`src/rtl/ctr_pkg.sv`:
```
package ctr_pkg;
  typedef enum logic [1:0] {
    MODE_TIMER  = 2'b00,
    MODE_PERIOD = 2'b01,
    MODE_EVENT  = 2'b10,
    MODE_PWHL   = 2'b11
  } tmode_e;

  localparam logic [1:0] ADDR_MODE  = 2'd0;
  localparam logic [1:0] ADDR_COUNT = 2'd1;
  localparam logic [1:0] ADDR_FLAGS = 2'd2;
endpackage

```
`src/rtl/ctr_pin_sync.sv`:
```
module ctr_pin_sync #(
  parameter int STAGES = 2
) (
  input  logic clk,
  input  logic rst_n,
  input  logic pin_in,
  output logic rise,
  output logic fall
);
  logic [STAGES-1:0] sync_q, sync_d;
  logic              prev_q;

  generate
    if (STAGES == 1) begin : g_one
      always_comb sync_d = pin_in;
    end else begin : g_many
      always_comb sync_d = {sync_q[STAGES-2:0], pin_in};
    end
  endgenerate

  always_ff @(posedge clk or negedge rst_n) begin
    if (!rst_n) begin
      sync_q <= '0;
      prev_q <= 1'b0;
    end else begin
      sync_q <= sync_d;
      prev_q <= sync_q[STAGES-1];
    end
  end

  always_comb begin
    rise = sync_q[STAGES-1] & ~prev_q;
    fall = ~sync_q[STAGES-1] & prev_q;
  end

  // detected edges last a single cycle
  edge_single_chk: assert property (@(posedge clk) disable iff (!rst_n)
    (rise || fall) |=> !(rise || fall));
endmodule

```
`src/rtl/ctr_count_core.sv`:
```
module ctr_count_core #(
  parameter int W = 16
) (
  input  logic         clk,
  input  logic         rst_n,
  input  logic         stop,
  input  logic         tick,
  input  logic         edge_acc,
  input  logic         load,
  input  logic [W-1:0] load_val,
  input  logic         rd_clr,
  output logic [W-1:0] cnt,
  output logic [W-1:0] cap,
  output logic         unf_pulse
);
  logic [W-1:0] cnt_q, cnt_d, rel_q, rel_d, cap_q, cap_d;
  logic         held_q, held_d;

  always_comb begin
    cnt_d     = cnt_q;
    rel_d     = rel_q;
    cap_d     = cap_q;
    held_d    = rd_clr ? 1'b0 : held_q;
    unf_pulse = 1'b0;
    if (load) begin
      rel_d = load_val;
      cnt_d = load_val;
    end else if (!stop) begin
      if (edge_acc) begin
        if (!held_q) begin
          cap_d  = cnt_q;
          held_d = 1'b1;
        end
        cnt_d = rel_q;
      end else if (tick) begin
        if (cnt_q == '0) begin
          cnt_d     = rel_q;
          unf_pulse = 1'b1;
        end else begin
          cnt_d = cnt_q - 1'b1;
        end
      end
    end
  end

  always_ff @(posedge clk or negedge rst_n) begin
    if (!rst_n) begin
      cnt_q  <= '0;
      rel_q  <= '0;
      cap_q  <= '0;
      held_q <= 1'b0;
    end else begin
      cnt_q  <= cnt_d;
      rel_q  <= rel_d;
      cap_q  <= cap_d;
      held_q <= held_d;
    end
  end

  assign cnt = cnt_q;
  assign cap = cap_q;


  stop_freeze_chk: assert property (@(posedge clk) disable iff (!rst_n)
    (stop && !load) |=> $stable(cnt_q));

  hold_capture_chk: assert property (@(posedge clk) disable iff (!rst_n)
    (held_q && !rd_clr) |=> $stable(cap_q));
endmodule

```
`src/rtl/capture_event_timer.sv`:
```
module capture_event_timer #(
  parameter int W         = 16,
  parameter int SYNC_STGS = 2
) (
  input  logic         clk,
  input  logic         rst_n,
  input  logic         cnt_en,
  input  logic         pin_in,
  input  logic         wr_en,
  input  logic         rd_en,
  input  logic [1:0]   addr,
  input  logic [W-1:0] wdata,
  output logic [W-1:0] rdata,
  output logic         irq_unf,
  output logic         irq_pin
);
  import ctr_pkg::*;

  localparam int MBITS = 4;

  logic [MBITS-1:0] mode_q, mode_d;
  logic             unf_q, unf_d, pin_q, pin_d;
  logic             rise, fall, stop, esel, measure;
  logic             tick, edge_acc, pin_evt, rd_clr, load;
  logic [W-1:0]     cnt, cap;
  logic             unf_pulse;
  tmode_e           mode;

  assign stop    = mode_q[3];
  assign esel    = mode_q[2];
  assign mode    = tmode_e'(mode_q[1:0]);
  assign measure = (mode == MODE_PERIOD) || (mode == MODE_PWHL);

  ctr_pin_sync #(.STAGES(SYNC_STGS)) sync_i (
    .clk(clk), .rst_n(rst_n), .pin_in(pin_in), .rise(rise), .fall(fall)
  );

  always_comb begin
    tick     = 1'b0;
    edge_acc = 1'b0;
    pin_evt  = esel ? rise : fall;
    unique case (mode)
      MODE_TIMER:  tick = cnt_en;
      MODE_EVENT:  tick = esel ? fall : rise;
      MODE_PERIOD: begin
        tick     = cnt_en;
        edge_acc = esel ? rise : fall;
      end
      MODE_PWHL: begin
        tick     = cnt_en;
        edge_acc = rise | fall;
        pin_evt  = rise | fall;
      end
      default: ;
    endcase
  end

  assign load   = wr_en && (addr == ADDR_COUNT);
  assign rd_clr = rd_en && (addr == ADDR_COUNT) && measure;

  ctr_count_core #(.W(W)) core_i (
    .clk(clk), .rst_n(rst_n), .stop(stop), .tick(tick), .edge_acc(edge_acc),
    .load(load), .load_val(wdata), .rd_clr(rd_clr),
    .cnt(cnt), .cap(cap), .unf_pulse(unf_pulse)
  );

  always_comb begin
    mode_d = mode_q;
    unf_d  = unf_q;
    pin_d  = pin_q;
    if (wr_en && (addr == ADDR_MODE)) mode_d = wdata[7:4];
    if (wr_en && (addr == ADDR_FLAGS)) begin
      if (wdata[0]) unf_d = 1'b0;
      if (wdata[1]) pin_d = 1'b0;
    end
    if (unf_pulse) unf_d = 1'b1;
    if (pin_evt)   pin_d = 1'b1;
  end

  always_ff @(posedge clk or negedge rst_n) begin
    if (!rst_n) begin
      mode_q <= '0;
      unf_q  <= 1'b0;
      pin_q  <= 1'b0;
    end else begin
      mode_q <= mode_d;
      unf_q  <= unf_d;
      pin_q  <= pin_d;
    end
  end

  always_comb begin
    rdata = '0;
    unique case (addr)
      ADDR_MODE:  rdata[7:4] = mode_q;
      ADDR_COUNT: rdata      = measure ? cap : cnt;
      ADDR_FLAGS: rdata[1:0] = {pin_q, unf_q};
      default:    rdata      = '0;
    endcase
  end

  assign irq_unf = unf_q;
  assign irq_pin = pin_q;


  unf_flag_chk: assert property (@(posedge clk) disable iff (!rst_n)
    (tick && !stop && !load && !edge_acc && cnt == '0) |=> irq_unf);

  pin_flag_chk: assert property (@(posedge clk) disable iff (!rst_n)
    (mode != MODE_PWHL && (esel ? rise : fall)) |=> irq_pin);

  pwhl_flag_chk: assert property (@(posedge clk) disable iff (!rst_n)
    (mode == MODE_PWHL && (rise || fall)) |=> irq_pin);
endmodule

```
`config.mk`:
```
export PLATFORM = sky130hd
export DESIGN_NAME = capture_event_timer
export DESIGN_NICKNAME = d
export VERILOG_FILES = /design/src/rtl/ctr_pkg.sv /design/src/rtl/ctr_pin_sync.sv /design/src/rtl/ctr_count_core.sv /design/src/rtl/capture_event_timer.sv
export SDC_FILE = /design/constraint.sdc
export NUM_CORES = 1
export LEC_CHECK = 0
export ABC_AREA = 1
export BUFFER_PORTS_ARGS = -buffer_cell sky130_fd_sc_hd__buf_2
export CAP_MARGIN = 20
export CORE_ASPECT_RATIO = 1.25
export CORE_MARGIN = 2
export CORE_UTILIZATION = 54
export CTS_BUF_LIST = sky130_fd_sc_hd__clkbuf_4 sky130_fd_sc_hd__clkbuf_8
export DETAILED_ROUTE_END_ITERATION = 6
export PLACE_DENSITY = 0.84
export RECOVER_POWER = 100
export SYNTH_ARGS = -nofsm -noshare
export SYNTH_HDL_FRONTEND = slang
export SYNTH_SLANG_ARGS = --single-unit
export TNS_END_PERCENT = 20
```
`constraint.sdc`:
```
create_clock -name clk -period 1.6 [get_ports clk]
set_input_delay 0.16 -clock clk [delete_from_list [all_inputs] [get_ports clk]]
set_output_delay 0.16 -clock clk [all_outputs]
set_load 0.02 [all_outputs]
```
# Word level (Yosys, flattened, before mapping)
# Index checks and enable logic that the tools add are counted.
[totals]
regBits = 58
[op_classes]
n_eq_ne = 6
mux = 31
n_addsub = 1
reduce_logical = 19
n_bitwise = 8
[ops]
columns = ["cell", "count"]
rows = [
  ["$mux 16", 6],
  ["$mux 1", 19],
  ["$logic_not 16->1", 1],
  ["$sub 16x1->16 const B", 1],
  ["$mux 8", 1],
  ["$pmux 4 s2", 1],
  ["$reduce_bool 2->1", 4],
  ["$eq 2x2->1 const B", 3],
  ["$reduce_and 2->1", 3],
  ["$logic_and 1x1->1", 5],
  ["$not 1->1", 5],
  ["$eq 2x1->1 const B", 2],
  ["$logic_not 2->1", 2],
  ["$pmux 1 s2", 2],
  ["$pmux 2 s2", 1],
  ["$reduce_and 4->1", 1],
  ["$reduce_bool 3->1", 1],
  ["$reduce_or 3->1", 1],
  ["$and 1x1->1", 2],
  ["$mux 2", 1],
  ["$ne 2x1->1 const B", 1],
  ["$logic_or 1x1->1", 1],
  ["$or 1x1->1", 1],
]

# Longest topological paths before layout
# Gate-level depths: netlist of the first run.
[logic_depth]
depth_word = 10
depth_mapped = 12
mapped_depth_nobuf = 11

# Cells and area by module
# A second synthesis of the first run with hierarchy kept.
[unflattened]
cells_unflattened = 462
area_unflattened_um2 = 3395.8
[by_module_without_submodules]
columns = ["module", "seq_area_each_um2", "area_per_inst_um2", "instances", "cells_per_inst"]
rows = [
  ["ctr_count_core", 1226.2, 2631.3, 1, 343],
  ["capture_event_timer", 150.1, 674.4, 1, 112],
  ["ctr_pin_sync", 75.1, 90.1, 1, 7],
]

# Least setup slack after synthesis of the first run
# OpenSTA, ideal clock, no wires.
[synth_path]
kind = "register -> register"
start = "reg core_i.cnt_q[0], in the netlist core_i.cnt[0]"
end = "reg core_i.cnt_q[5], in the netlist core_i.cnt[5]"
period_less_slack_ns = 1.544
path_stages_with_launch = 12
arrival_time_ns = 1.428
slack_ns = 0.056
required_ns = 1.484
path_cell_list = "dfrtp_1 -> inv_1 -> ha_1 -> nand3_1 -> nor2_4 -> nand3_4 -> nand3_4 -> inv_2 -> nand2_1 -> nand2_1 -> nand2_1 -> nand2_1"
[synth_via]
elab_chain_len = 6
word_cells_on_any_way = 7
classes_between = "add/sub (1); mux (5); reduce/logical (1)"
[synth_lines]
columns = ["element", "line", "rtl"]
rows = [
  ["start, declared", "ctr_count_core.sv:16", "logic [W-1:0] cnt_q, cnt_d, rel_q, rel_d, cap_q, cap_d;"],
  ["start signal, assigned", "ctr_count_core.sv:53", "cnt_q <= cnt_d;"],
  ["$sub 16x1->16 / $logic_not 16->1 (equally long branches)", "ctr_count_core.sv:40, ctr_count_core.sv:36", ""],
  ["$mux 16 (*)", "ctr_count_core.sv:36", "if (cnt_q == '0) begin"],
  ["$mux 16 (*)", "ctr_count_core.sv:35", "end else if (tick) begin"],
  ["$mux 16 (*)", "ctr_count_core.sv:29", "if (edge_acc) begin"],
  ["$mux 16 (*)", "ctr_count_core.sv:28", "end else if (!stop) begin"],
  ["$mux 16 (*)", "ctr_count_core.sv:25", "if (load) begin"],
]
# Mark *: on every way between the ends. The rest lies on a longest branch, timed or not. The select of a mux whose other input is x is not followed.
# A chain may end at the register's enable or synchronous reset.

# Final worst setup path of the first run
[layout_path]
start = "reg mode_q[0]"
end = "reg core_i.cnt_q[7], in the netlist core_i.cnt[7]"
[layout_via]
elab_chain_len = 5
word_cells_on_any_way = 12
classes_between = "eq/ne (3); mux (5); reduce/logical (4)"
[layout_lines]
columns = ["element", "line", "rtl"]
rows = [
  ["start, declared", "capture_event_timer.sv:21", "logic [MBITS-1:0] mode_q, mode_d;"],
  ["start signal, assigned", "capture_event_timer.sv:86", "mode_q <= mode_d;"],
  ["$eq 2x1->1, or another cell as far along", "capture_event_timer.sv:42", "unique case (mode)"],
  ["$reduce_or 3->1 (no line) / $pmux 1 s2 (equally long branches)", "--", ""],
  ["$pmux 1 s2 / $mux 16 (equally long branches)", "capture_event_timer.sv:42, ctr_count_core.sv:29", ""],
  ["$reduce_bool 3->1 (no line) / $mux 16 (equally long branches)", "--", ""],
  ["$reduce_and 2->1 (no line) / $mux 16 (equally long branches)", "--", ""],
]
# Parallel ways exist; a longest one is shown, timed or not. The select of a mux whose other input is x is not followed.

==> results of run 1 <==
==> worst reg2reg max path: stages, from the launching register on <==
cell	delay [ns]
dfrtp_1	0.43
buf_4	0.17
buf_4	0.14
o21bai_1	0.13
nand2_1	0.11
nand3_2	0.10
nand2_4	0.09
buf_6	0.13
nor2_1	0.17
a21oi_1	0.10
==> metrics by stage <==
stage	power, mW	setup TNS, ns	hold slack [ns]	cell area (sq um)	utilization (%)
after CTS	6.096	-1.265	0.03170	4245	69.30
after floorplan	3.776	0	-0.1356	3392	-
after global placement	4.604	-0.002203	0.1826	3919	63.97
after detailed placement	4.684	-1.378	0.1870	3919	63.97
final	6.232	-1.232	0.03834	4315	70.45
after global routing	6.640	-5.034	0.03974	4315	70.45
==> cell usage in the layout, fill, tap and decap left out, types with 2 or more instances in the layout <==
cell,netlist,layout
nand2_1,145,142
dfrtp_1,58,57
inv_1,56,56
nor2_1,51,48
buf_4,0,41
buf_2,5,27
a21oi_1,32,24
nand3_1,24,24
o21ai_0,40,23
o21ai_1,4,19
clkbuf_8,0,12
a21oi_2,2,10
nor2_2,4,7
nand2_2,3,5
xor2_1,5,5
buf_12,0,5
nor2_4,4,4
o21bai_1,4,4
ha_1,7,4
inv_2,4,3
nand2_4,2,3
clkbuf_4,0,3
inv_4,1,2
o21ai_2,0,2
or2_2,2,2
nand3_4,2,2
ha_2,0,2
clkinv_2,0,2
dlygate4sd3_1,0,2
buf_6,3,2
==> Yosys cell counts <==
cell,number,area share [%]
dfrtp_1,58,43
nor2_1,51,5.6
buf_6,3,1.0
o21bai_1,4,0.89
ha_1,7,2.6
nand2_4,2,0.66
o21ai_1,4,0.59
inv_6,1,0.26
or2_2,2,0.37
nand4_1,1,0.18
xnor2_1,1,0.26
a21oi_2,2,0.52
a21oi_1,32,4.7
nor2_4,4,1.3
nand2_2,3,0.55
inv_2,4,0.44
nand3_2,1,0.30
nand3_1,24,3.5
nor2_2,4,0.74
nand2_1,145,16
a21oi_4,1,0.48
o21ai_0,40,5.9
inv_4,1,0.18
buf_2,5,0.74
inv_1,56,6.2
xor2_1,5,1.3
nand3_4,2,1.0
o31ai_1,1,0.22
clkbuf_1,5,0.55
==> timing repair <==
item | in CTS | in global routing
buffers inserted | 5 | 1
resized for setup | 24 | 34
hold buffers | 2 | 0
setup endpoints to repair | 42 | 47
cloned | 1 | 0
hold endpoints to repair | 59 | 0
pin swaps | 6 | 10
==> registers in the layout, summed over array words and instances (netlist names) <==
| register | flops |
|---|---|
| sync_i.prev_q | 1 |
| core_i.held_q | 1 |
| sync_i.sync_q | 2 |
| core_i.cnt | 16 |
| irq_pin | 1 |
| mode_q | 4 |
| core_i.cap | 16 |
| core_i.rel_q | 16 |
| irq_unf | 1 |
==> cells by family (layout without fill, tap and decap cells) <==
| logic type | after synthesis | after routing | synth area share (%) |
|---|---|---|---|
| fa+ha+maj | 7 | 7 | 2.582 |
| compound gates | 84 | 84 | 13.32 |
| xor+xnor | 6 | 6 | 1.549 |
| buf+inv | 75 | 157 | 9.369 |
| simple gates | 239 | 239 | 30.39 |
| flops | 58 | 58 | 42.79 |
==> final timing paths <==
kind / from / endpoint / cells past startpoint
setup / recovery: mode_q[0] / core_i.cnt[7] / 9
hold / removal: wdata[9] / core_i.rel_q[9] / 3
setup reg to reg: mode_q[0] / core_i.cnt[7] / 9
hold reg to reg: sync_i.sync_q[0] / sync_i.sync_q[1] / 0
max in group asynchronous: rst_n / core_i.cnt[5] / 3
min in group asynchronous: rst_n / mode_q[2] / 3
==> power by group through the flow <==
stage          combinational, mW  clock [mW]  sequential, mW
2_1_floorplan               1.52           0            2.26
3_3_place_gp                2.29           0            2.31
3_5_place_dp                2.34           0            2.34
4_1_cts                     2.48        1.30            2.32
5_1_grt                     2.88        1.36            2.40
6_report                    2.58        1.29            2.35
==> layer usage <==
metal,wire [um],vias to the layer above,track usage (%)
met1,3627,1556,32.60
met5,0,-,0
met2,4436,123,44.66
met3,455,33,5.441
met4,351,0,16.52
li1,-,1624,-
==> layout make-up <==
class | instances | area (sq um)
clock buffers | 14 | 180.2
clock inverters | 2 | 10.01
well taps | 85 | 106.4
flip-flops and latches | 58 | 1453
repair buffers | 79 | 620.6
multi-input cells | 336 | 1703
inverters | 62 | 242.7
fillers | 475 | 1810
==> results.md, run 1 <==
- Clk slew on worst S/H paths: 0.07 ns
- Number of synthesized register bits: 58
- Buffers & Inverters on Critical Path: 3
- CTS Buffer Depth: 2
- Mean area per synthesized cell: 7.232 sq um
- Part of the total power dissipated in sequential elements: 37.8%
- DR pass1 iterations: 5
- Cts bufs inserted: 9
- Total nets after synthesis: 500
- H-tree Lvls: 3
- Signed area change from the synthesized netlist to the final layout: 27.22%
- Number of antenna violations at the first check in global routing: 0
- Count of synthesis-stage warnings from yosys: 0
- Worst-Skew Late Latency: 0.34 ns
- Crit Path Category: register to register
- Area of the mapped netlist: 3392 sq um
- Number of vias after detailed routing: 3336
- Cell Int Power: 3.747 mW
- Required time reported for the critical path endpoint: 1.82 ns
- First-pass GRT wire length: 14530 um
- Post-Layout Cell Count: 636
- Sum of overflow across all layers after global routing: 0
- Post-DP HPWL: 6259 um
- Final period utilization: 106.5%
- Clock Sink Count: 58
- Count of unresolved DRC violations after routing: 0
- Worst endpoint data arrival time: 1.93 ns
- Crit-path leading delay family: simple AND/OR/NAND/NOR gates
- I/O pin total: 42
- Area of the die: 6936 sq um
- Most frequent cell on the critical path: buf_4
- Final WS setup: -0.1047 ns
- Number of diodes added for antenna fixing: 0
- Pwr/cell area: 1444 nW/um^2
- Pin count of the biggest net entering global routing: 59
- Layout Skew: 0.01002 ns
- Status: finished with violations
- Clock tree from TritonCTS: done
- Starting Density: 55.37%
- Clk network pwr share: 20.8%
- Count of unique library cells instantiated by Yosys: 29
- Count of routing violations after the opening detailed-route iteration: 269
- Gr usage total: 27.45%
- RD Place Congestion: 0.9928
- Leakage power: 2.347 nW
- Cell Chain, Critical Path: buf_4 > buf_4 > o21bai_1 > nand2_1 > nand3_2 > nand2_4 > buf_6 > nor2_1 > a21oi_1
- Number of setup violations in the final report: 24
- Violations in the final reports: setup timing
- Cell Rows: 32
- Total number of nets in the final design: 577
- Buffer cell driving the clock tree root: clkbuf_8
- Horizontal die dimension: 74.89 um
- Worst slew pin tran: 0.7927 ns
- Hold WC Path Type: input port to register
- Post-placement cell count: 611
- Crit path max fanout: 5
- Highest clock rate: 586.6 MHz
- Hold violation total from the final report: 0
- Type of element capturing the critical path: register
- Worst slew margin relative to its limit: 47.15%
- Max Slew Vio Count: 0
- Die Ht: 92.61 um
- Launching element type of the critical path: register
- Post-DR vias/cell: 5.245
- Peak supply drop: 0.0007323 V
- CP max-delay cell: dfrtp_1
- Final routed wire length divided by cell count: 13.95 um
- Antenna-violating nets left: 0
- IO Port Bufs: 41
- Number of global-route vias before repair: 3332
- Sw Ratio: 39.88%
- Ratio of cells with drive above 1 in the final layout: 25.59%
- Std-Cell Core Area: 6126 sq um
- Cells after Synth: 469
- Net switching component of the power: 2.485 mW
- Max-cap violations: 0
- Post-placement setup slack: -0.1125 ns
- Worst R2R Setup Slack: -0.10 ns
- Fraction of power consumed by combinational cells: 41.5%
- Sequential fraction of the synthesis area: 42.79%
- Unrepaired setup endpoints after global routing: true
- Wirelength, routed: 8871 um
- Slowest cell delay on critical path: 0.43 ns
- Final critical delay including setup and external delays: 1.705 ns
Note: power is estimated with default switching activity, not from simulation.
==> inputs of run 2 (changes only) <==
CTS_CLUSTER_SIZE = 28   (was default)
PLACE_DENSITY = 0.89   (was 0.84)
==> results.md, run 2 (synthesis gave the netlist of run 1 again) <==
- Std-Cell Core Area: 6126 sq um (unchanged)
- Required time reported for the critical path endpoint: 1.44 ns (-0.38 ns)
- Cell Rows: 32 (unchanged)
- Unrepaired setup endpoints after global routing: true
- Final core utilization: 74.67% (+4.2 points)
- Post-DR vias/cell: 5.479 (+4.5%)
- Worst R2R Setup Slack: -0.13 ns (-0.03 ns)
- Die Ht: 92.61 um (unchanged)
- Final WS setup: -0.1662 ns (-0.06145 ns)
- Count of routing violations after the opening detailed-route iteration: 351 (+30%)
- DR pass1 iterations: 5 (unchanged)
- Termination of the worst setup path: rdata[3]
- R2R Path Start: sync_i.prev_q
- Number of vias after detailed routing: 3534 (+5.9%)
- Peak supply drop: 0.0006523 V (-11%)
- Highest clock rate: 566.2 MHz (-3.5%)
- CTS Buffer Depth: 2 (unchanged)
- RD Place Congestion: 0.8961 (-9.7%)
- Worst-Skew Late Latency: 0.34 ns (about the same)
- Signed area change from the synthesized netlist to the final layout: 34.86%
- I/O pin total: 42 (unchanged)
- Worst slew margin relative to its limit: 46.71% (-0.45 points)
- Number of antenna violations at the first check in global routing: 0 (unchanged)
- H-tree Lvls: 3 (unchanged)
- Hold WC Path Type: input port to register
- Wirelength, routed: 10000 um (+13%)
- FF-to-FF End: core_i.cap[2]
- Buffer cell driving the clock tree root: clkbuf_8
- Number of global-route vias before repair: 3325 (-0.21%)
- Register-to-Register Path Depth: 10 (+1)
- Type of element capturing the critical path: output port
- Pwr/cell area: 1510 nW/um^2 (+4.5%)
- Crit path max fanout: 15 (+10)
- Max Slew Vio Count: 0 (unchanged)
- Area of combinational cells with multiple inputs: 1783 sq um (+4.7%)
- Count of unresolved DRC violations after routing: 0 (unchanged)
- Number of setup violations in the final report: 47 (+96%)
- Post-placement cell count: 614 (+0.49%)
- Post-DP HPWL: 6181 um (-1.3%)
- Final routed wire length divided by cell count: 15.51 um (+11%)
- Total number of nets in the final design: 586 (+1.6%)
- Violations in the final reports: setup timing
- Starting Density: 55.37% (unchanged)
- Final critical delay including setup and external delays: 1.766 ns (+0.06145 ns)
- Clock Sink Count: 58 (unchanged)
- Area of the die: 6936 sq um (unchanged)
- Crit Path Category: register to output port
- Horizontal die dimension: 74.89 um (unchanged)
- Antenna-violating nets left: 0 (unchanged)
- Ratio of cells with drive above 1 in the final layout: 29.11% (+3.5 points)
- Register Area: 1455 sq um (+0.17%)
- Gr usage total: 27.49% (+0.045 points)
- Post-Layout Cell Count: 645 (+1.4%)
- Pin count of the biggest net entering global routing: 59 (unchanged)
- Hold violation total from the final report: 0 (unchanged)
- Max-cap violations: 0 (unchanged)
- Placed standard-cell area: 3954 sq um (+0.89%)
- Number of diodes added for antenna fixing: 0 (unchanged)
- Launching element type of the critical path: register
- Clk slew on worst S/H paths: 0.07 ns (about the same)
- Sum of overflow across all layers after global routing: 0 (unchanged)
- Worst slew pin tran: 0.7994 ns (+0.006727 ns)
- Status: finished with violations
- Worst endpoint data arrival time: 1.61 ns (-0.32 ns)
- Layout fillers: 398 (-16%)
- Cts bufs inserted: 9 (unchanged)
- Clock tree from TritonCTS: done
- Final period utilization: 110.4% (+3.8 points)
- Layout Skew: 0.01024 ns (+0.0002260 ns)
- IO Port Bufs: 41 (unchanged)
- Commonest non-fill, non-tap cells in the layout: nand2_1, dfrtp_1, inv_1
- Most common cell after layout, fill and taps aside: nand2_1
- Leakage power: 2.452 nW (+4.5%)
- First element of the critical path: mode_q[0]
- First-pass GRT wire length: 14730 um (+1.4%)
- Final instance area: 4574 sq um (+6.0%)
==> run 2: changes by cell type in the layout (fill, tap and decap cells not counted), moves of 3 or more <==
cell,before,now
clkbuf_16,0,3
a21oi_2,10,7
buf_4,41,47
nor2_4,4,8
nor2_2,7,10
nor2_1,48,41
==> run 2: per-layer routing <==
layer / up-vias / GRT usage [%] / part of all wire, %
met5: - / 0 / 0
li1: 1642 / - / -
met4: 0 / 13.39 / 3.4
met2: 177 / 45.25 / 51
met1: 1680 / 34.16 / 40
met3: 35 / 4.679 / 5.5
==> run 2: worst min-delay path by stage <==
stage | end | slack [ns] | startpoint | cells after the start
final | core_i.rel_q[15] | 0.04 | wdata[15] | 3
after global routing | core_i.rel_q[15] | 0.05 | wdata[15] | 3
after CTS | core_i.rel_q[15] | 0.03 | wdata[15] | 3
after detailed placement | sync_i.sync_q[0] | 0.19 | rst_n | 2
after global placement | mode_q[1] | 0.18 | rst_n | 2
after floorplan | core_i.cap[0] | -0.14 | rst_n | 0
==> run 2: worst max-delay path: stages, from the launching register on <==
cell and delay (ns):
dfrtp_2 0.39, clkinv_4 0.10, bufbuf_16 0.29, o21ai_0 0.23, a21oi_1 0.09, buf_4 0.17
==> run 2: final cells by class <==
type	instances	share of cell area, %
clock buffer	11	3.173
clock inverter	5	1.696
inverter	62	5.525
multi-input combinational	336	38.98
sequential	58	31.81
tap	85	2.325
timing repair buffer	88	16.49
==> run 2: through the flow <==
stage	setup TNS, ns	power, mW	setup WS, ns	hold slack, ns
after floorplan	0	3.776	0.05582	-0.1356
after global placement	-0.07993	4.668	-0.07660	0.1809
after detailed placement	-0.3617	4.756	-0.1259	0.1861
after CTS	-0.9052	6.408	-0.06985	0.03240
after global routing	-6.571	7.286	-0.2071	0.05419
final	-3.066	6.906	-0.1662	0.03526
==> run 2: timing repair <==
item	CTS	global route
gates cloned	1	3
endpoints found under the hold margin	59	0
gates resized for setup	21	61
pin swaps	4	17
hold buffers	2	0
buffers inserted	4	5
endpoints found under the setup margin	33	48
==> run 2: power by group <==
group,internal (mW),switching (mW)
registers,1.95,0.381
clock network,0.931,0.589
logic,1.29,1.77
total,4.17,2.74
